===== config.mk =====
export PLATFORM = sky130hd
export DESIGN_NAME = pol_alu
export DESIGN_NICKNAME = d
export VERILOG_FILES = /design/src/rtl/pol_alu_pkg.sv /design/src/rtl/pol_alu_dec.sv /design/src/rtl/pol_alu_slice.sv /design/src/rtl/pol_alu.sv
export SDC_FILE = /design/constraint.sdc
export NUM_CORES = 1
export LEC_CHECK = 0
export BUFFER_PORTS_ARGS = -buffer_cell sky130_fd_sc_hd__buf_2
export CORE_ASPECT_RATIO = 0.8
export CORE_MARGIN = 2
export CORE_UTILIZATION = 39
export DETAILED_ROUTE_END_ITERATION = 16
export GPL_TIMING_DRIVEN = 0
export PLACE_DENSITY_LB_ADDON = 0.25
export REMOVE_ABC_BUFFERS = 1
export SETUP_SLACK_MARGIN = 0.4
export SYNTH_ARGS = -nofsm -noshare
export SYNTH_HDL_FRONTEND = slang
export SYNTH_SLANG_ARGS = --single-unit

===== constraint.sdc =====
create_clock -name vclk -period 3.25
set_input_delay 0 -clock vclk [all_inputs]
set_output_delay 0 -clock vclk [all_outputs]
set_load 0.1 [all_outputs]

===== src/rtl/pol_alu_pkg.sv =====
package pol_alu_pkg;

  typedef enum logic [3:0] {
    OP_AND = 4'd0,  OP_EOR = 4'd1,  OP_SUB = 4'd2,  OP_RSB = 4'd3,
    OP_ADD = 4'd4,  OP_ADC = 4'd5,  OP_SBC = 4'd6,  OP_RSC = 4'd7,
    OP_TST = 4'd8,  OP_TEQ = 4'd9,  OP_CMP = 4'd10, OP_CMN = 4'd11,
    OP_ORR = 4'd12, OP_MOV = 4'd13, OP_BIC = 4'd14, OP_MVN = 4'd15
  } alu_op_e;

  // Per-operation slice controls.
  typedef struct packed {
    logic keep_a;    // 1: re-invert the complemented operand A to true form
    logic up_true;   // upper path passes B
    logic up_comp;   // upper path passes ~B
    logic lo_blk_t;  // 1 blocks B from the lower path
    logic lo_blk_c;  // 1 blocks ~B from the lower path
    logic chain_en;  // carry chain open (arithmetic only)
    logic cin;       // carry into bit 0
  } slice_ctl_t;

endpackage


===== src/rtl/pol_alu_dec.sv =====
module pol_alu_dec
  import pol_alu_pkg::*;
(
  input  logic [3:0]  opcode,
  input  logic        carry_flag_in,
  output slice_ctl_t  ctl
);

  // Path shorthands: "add" form has upper=~y, lower=y, where y is the
  // addend seen by the chain.
  always_comb begin
    ctl = '0;
    case (opcode)
      OP_AND, OP_TST: begin
        ctl.keep_a = 1'b1; ctl.up_true = 1'b1;
        ctl.lo_blk_t = 1'b1; ctl.lo_blk_c = 1'b1;
      end
      OP_BIC: begin
        ctl.keep_a = 1'b1; ctl.up_comp = 1'b1;
        ctl.lo_blk_t = 1'b1; ctl.lo_blk_c = 1'b1;
      end
      OP_EOR, OP_TEQ: begin
        ctl.keep_a = 1'b1; ctl.up_comp = 1'b1; ctl.lo_blk_c = 1'b1;
      end
      OP_ORR: begin
        ctl.keep_a = 1'b1; ctl.up_true = 1'b1; ctl.up_comp = 1'b1;
        ctl.lo_blk_c = 1'b1;
      end
      OP_MOV: begin
        ctl.keep_a = 1'b1; ctl.up_true = 1'b1; ctl.lo_blk_c = 1'b1;
      end
      OP_MVN: begin
        ctl.keep_a = 1'b1; ctl.up_comp = 1'b1; ctl.lo_blk_t = 1'b1;
      end
      OP_ADD, OP_CMN, OP_ADC: begin
        ctl.keep_a = 1'b1; ctl.up_comp = 1'b1; ctl.lo_blk_c = 1'b1;
        ctl.chain_en = 1'b1;
        ctl.cin = (opcode == OP_ADC) ? carry_flag_in : 1'b0;
      end
      OP_SUB, OP_CMP, OP_SBC: begin
        ctl.keep_a = 1'b1; ctl.up_true = 1'b1; ctl.lo_blk_t = 1'b1;
        ctl.chain_en = 1'b1;
        ctl.cin = (opcode == OP_SBC) ? carry_flag_in : 1'b1;
      end
      OP_RSB, OP_RSC: begin
        ctl.keep_a = 1'b0; ctl.up_comp = 1'b1; ctl.lo_blk_c = 1'b1;
        ctl.chain_en = 1'b1;
        ctl.cin = (opcode == OP_RSC) ? carry_flag_in : 1'b1;
      end
      default: ctl = '0;
    endcase
  end

endmodule


===== src/rtl/pol_alu_slice.sv =====
module pol_alu_slice
  import pol_alu_pkg::*;
#(
  parameter bit ODD = 1'b0  // odd slices take inverted chain inputs
)(
  input  logic       a_n,   // operand A bit, complemented
  input  logic       b,
  input  slice_ctl_t ctl,
  input  logic       cy_i,  // true polarity on even slices, inverted on odd
  input  logic       z_i,   // same polarity rule as cy_i
  output logic       res,
  output logic       cy_o,  // opposite polarity to cy_i
  output logic       z_o
);

  logic a1, up, lo, cy_t, z_t, c_eff, gen, zlo;

  generate
    if (ODD) begin : g_in_inv
      assign cy_t = ~cy_i;
      assign z_t  = ~z_i;
    end else begin : g_in_true
      assign cy_t = cy_i;
      assign z_t  = z_i;
    end
  endgenerate

  always_comb begin
    a1    = ctl.keep_a ? ~a_n : a_n;
    up    = (ctl.up_true & b) | (ctl.up_comp & ~b);
    lo    = (~ctl.lo_blk_t & b) | (~ctl.lo_blk_c & ~b);
    c_eff = ctl.chain_en & cy_t;
    res   = (a1 ? up : lo) ^ c_eff;
    gen   = ctl.chain_en & (a1 ? (lo | cy_t) : (lo & cy_t));
    zlo   = z_t & ~res;
  end

  generate
    if (ODD) begin : g_out_true
      assign cy_o = gen;
      assign z_o  = zlo;
    end else begin : g_out_inv
      assign cy_o = ~gen;
      assign z_o  = ~zlo;
    end
  endgenerate

endmodule


===== src/rtl/pol_alu.sv =====
module pol_alu
  import pol_alu_pkg::*;
#(
  parameter int WIDTH = 32
)(
  input  logic [WIDTH-1:0] op_a,
  input  logic [WIDTH-1:0] op_b,
  input  logic [3:0]       opcode,
  input  logic             carry_flag_in,
  output logic [WIDTH-1:0] result,
  output logic             carry_out,
  output logic             zero_out
);

  localparam bit TOP_ODD = ((WIDTH - 1) % 2) == 1;

  slice_ctl_t       ctl;
  logic [WIDTH-1:0] a_n;
  logic [WIDTH:0]   cy;
  logic [WIDTH:0]   zc;

  pol_alu_dec u_dec (
    .opcode        (opcode),
    .carry_flag_in (carry_flag_in),
    .ctl           (ctl)
  );

  // Operand A enters the slices complemented, as from an inverting read port.
  assign a_n   = ~op_a;
  assign cy[0] = ctl.cin;
  assign zc[0] = 1'b1;

  generate
    for (genvar i = 0; i < WIDTH; i++) begin : g_bit
      pol_alu_slice #(.ODD((i % 2) == 1)) u_slice (
        .a_n  (a_n[i]),
        .b    (op_b[i]),
        .ctl  (ctl),
        .cy_i (cy[i]),
        .z_i  (zc[i]),
        .res  (result[i]),
        .cy_o (cy[i+1]),
        .z_o  (zc[i+1])
      );
    end

    if (TOP_ODD) begin : g_flags_true
      assign carry_out = cy[WIDTH];
      assign zero_out  = zc[WIDTH];
    end else begin : g_flags_fix
      assign carry_out = ~cy[WIDTH];
      assign zero_out  = ~zc[WIDTH];
    end
  endgenerate

endmodule


==> metrics.md <==
| Metric | Value |
|---|---|
| Commonest non-fill, non-tap cell in the layout | `a21oi_1` |
| Setup Crit Path Kind | `in2out` |
| Finished Layout Cells | `1464` |
| Pins over their slew limit | `0` |
| Max-cap check violation count | `0` |
| Combinational family with the most area after synthesis | `compound AO/OA/AOI/OAI gates` |
| Post-DP HPWL | `17400 µm` |
| Power after layout | `2.75 mW` |
| Global routing usage on met3 | `7.89%` |
| Clock buffer count | `0` |
| Final min period | `4.52 ns` |
| Syn Inst Count | `1188` |
| Sequential cell count | `0` |
| GRT Overall Usage | `31.7%` |
| CP Capture Type | `primary output` |
| Placed instance count | `1363` |
| Fill cell count | `1809` |
| CP Launch Type | `primary input` |
| Worst Tran Pin Value | `1.06 ns` |
| GRT overflow | `0` |
| Drt pass-1 iters | `6` |
| Io pins | `103` |
| Int Pwr | `0.970 mW` |
| Layout Cell Area excl Fill | `0.00990 mm²` |
| Die area | `0.0204 mm²` |
| ANT nets after route | `0` |
| Switching Share | `64.7%` |
| Synth Area in Compound Gates | `43.2%` |
| DRT Wirelength | `35600 µm` |
| Largest net degree at the start of global routing | `65` |
| Post-synthesis adder-cell area fraction | `0.667%` |
| Layout cells sized above 1 | `28.4%` |
| RSZ-0062 raised after global routing | `true` |
| Register area share after synthesis | `0%` |
| DR WL/cell | `24.3 µm` |
| Worst vdd ir | `0.000282 V` |
| Die width | `159 µm` |
| Hold path start | `op_a[31]` |
| DP Area | `0.00751 mm²` |
| PD cells | `277 mW/mm²` |
| Post-route clock period utilization | `139%` |
| Setup Viol. Count Final | `10` |
| Pleak | `3.84 nW` |
| Combinational fraction of design power | `100.0%` |
| Synth unique cells | `87` |
| Top cell type's share of synthesized area | `6.34%` |
| Status | `finished, violations left` |
| Max-Slew Margin vs Limit | `29.4%` |
| Violated checks | `negative setup slack` |
| CP Max Fanout | `16` |
| Vias in the first global route | `8982` |
| Area Overhead vs Synth | `32.0%` |
| Worst Setup SP | `opcode[0]` |
| Gpl congestion | `0.864` |
| Top Usage Layer GRT | `met2` |
| Worst Slack Setup Final | `-1.27 ns` |
| Core Footprint | `0.0189 mm²` |
| Yosys warnings | `0` |
| Final Hold Vio Count | `0` |
| Die Y-Extent | `128 µm` |
| Power share of the clock group | `0%` |
| XOR/XNOR share of the synthesized area | `8.06%` |
| Nets | `1277` |
| GR met2 Demand/Resource | `47.3%` |
| Hold WC Path Type | `in2out` |
| First-pass GRT wire length | `52200 µm` |
| I/O Buffers | `103` |
| ANT cells | `0` |
| Required time of the critical path | `3.25 ns` |
| Multiplexer area fraction after synthesis | `4.22%` |
| Initial Util | `39.6%` |
| Syn Area/Cell | `6.31 µm²` |
| Switching Power | `1.78 mW` |
| Met1 GRT Util | `44.1%` |
| DR iter-0 viols | `1656` |
| Peak Freq | `221 MHz` |
| Drt drc | `0` |
| Antenna violations before repair | `0` |
| Synth top area cells | `a21oi_1, o22ai_1, nand2_1` |
| WP data arrival | `4.52 ns` |
| Vias per cell | `7.05` |
| WHS | `0.694 ns` |
| Yosys top cell by area | `a21oi_1` |
| Seq pwr share | `0%` |
| Row count | `45` |
| Reg area | `0 µm²` |
| Simple-Gate Fraction of Synth Area | `29.3%` |
| DR vias | `10318` |
| Mapped Area | `0.00750 mm²` |
| Commonest non-fill, non-tap cells in the layout | `a21oi_1, nand2_1, buf_2, o22ai_1` |
## power by group through the flow
stage | registers [mW] | clock network (mW) | logic (mW)
final | 0 | 0 | 2.75
after global routing | 0 | 0 | 2.85
after detailed placement | 0 | 0 | 2.03
after floorplan | 0 | 0 | 1.47
after CTS | 0 | 0 | 2.41
after global placement | 0 | 0 | 2.00
## metrics by stage
stage	utilization, %	setup TNS [ns]	worst slack [ns]
3_5_place_dp	39.7	-38.22	-3.21
6_report	52.3	-4.07	-1.27
5_1_grt	52.3	-5.09	-1.34
2_1_floorplan	-	-16.71	-3.10
4_1_cts	48.4	-3.34	-1.16
3_3_place_gp	38.8	-102.52	-6.19
## cell families (layout without fill, tap and decap cells)
logic type	after synthesis	in the layout
buf+inv	217	227
simple gates	397	403
fa+ha+maj	5	5
xor+xnor	69	69
compound gates	469	471
mux	31	31
## layer usage
| metal | up-vias | share of wire [%] |
|---|---|---|
| li1 | 4554 | - |
| met2 | 850 | 42 |
| met5 | - | 0 |
| met1 | 4768 | 39 |
| met3 | 146 | 15 |
| met4 | 0 | 4.1 |
## worst max-delay path, stage by stage
cell and delay (ns):
buf_16 0.16, bufbuf_16 0.33, nor2_1 0.10, a32o_1 0.25, o21ai_1 0.29, nand2_1 0.16
o21ai_4 0.22, buf_6 0.14, a21oi_4 0.08, or3_4 0.38, xnor2_1 0.15, or4b_4 0.59
or4b_4 0.53, nor4_4 0.41, nand4b_1 0.24, nor4_2 0.21, buf_6 0.26
## synthesized netlist by cell type (12+ instances only)
cell      number
a221o_1       16
a21oi_1       95
o221ai_1      17
o211ai_1      14
and4b_1       17
clkbuf_1      88
nor2b_1       22
mux2i_1       26
nor2_1        59
a31oi_1       41
or3_1         17
buf_2         28
a221oi_1      12
or2_2         12
xor2_1        35
xnor2_1       34
nand3_1       22
nand2_1       92
o22ai_1       57
inv_1         23
o21ai_0       59
a211oi_1      18
nand2b_1      24
buf_1         21
buf_4         45
nor3_1        56
o31ai_1       21
## final timing paths
| kind | cells after the start | slack, ns | to |
|---|---|---|---|
| hold / removal | 5 | 0.69 | carry_out |
| setup / recovery | 17 | -1.27 | zero_out |
## layout make-up
| cell class | count | area, µm² | share of cell area, % |
|---|---|---|---|
| inverter | 25 | 103 | 1.04 |
| multi-input combinational | 979 | 7140 | 72.1 |
| tap | 258 | 323 | 3.26 |
| timing repair buffer | 201 | 2330 | 23.5 |
| timing repair inverter | 1 | 7.51 | 0.0758 |
## what timing repair did
| item | in CTS | in global routing |
|---|---|---|
| endpoints found under the hold margin | 0 | 0 |
| cloned | 29 | 3 |
| setup buffers | 42 | 27 |
| gates resized for setup | 141 | 106 |
| hold buffers | 0 | 0 |
| endpoints found under the setup margin | 34 | 26 |
| pin swaps | 28 | 47 |
Power figures use the tool's default switching activity.
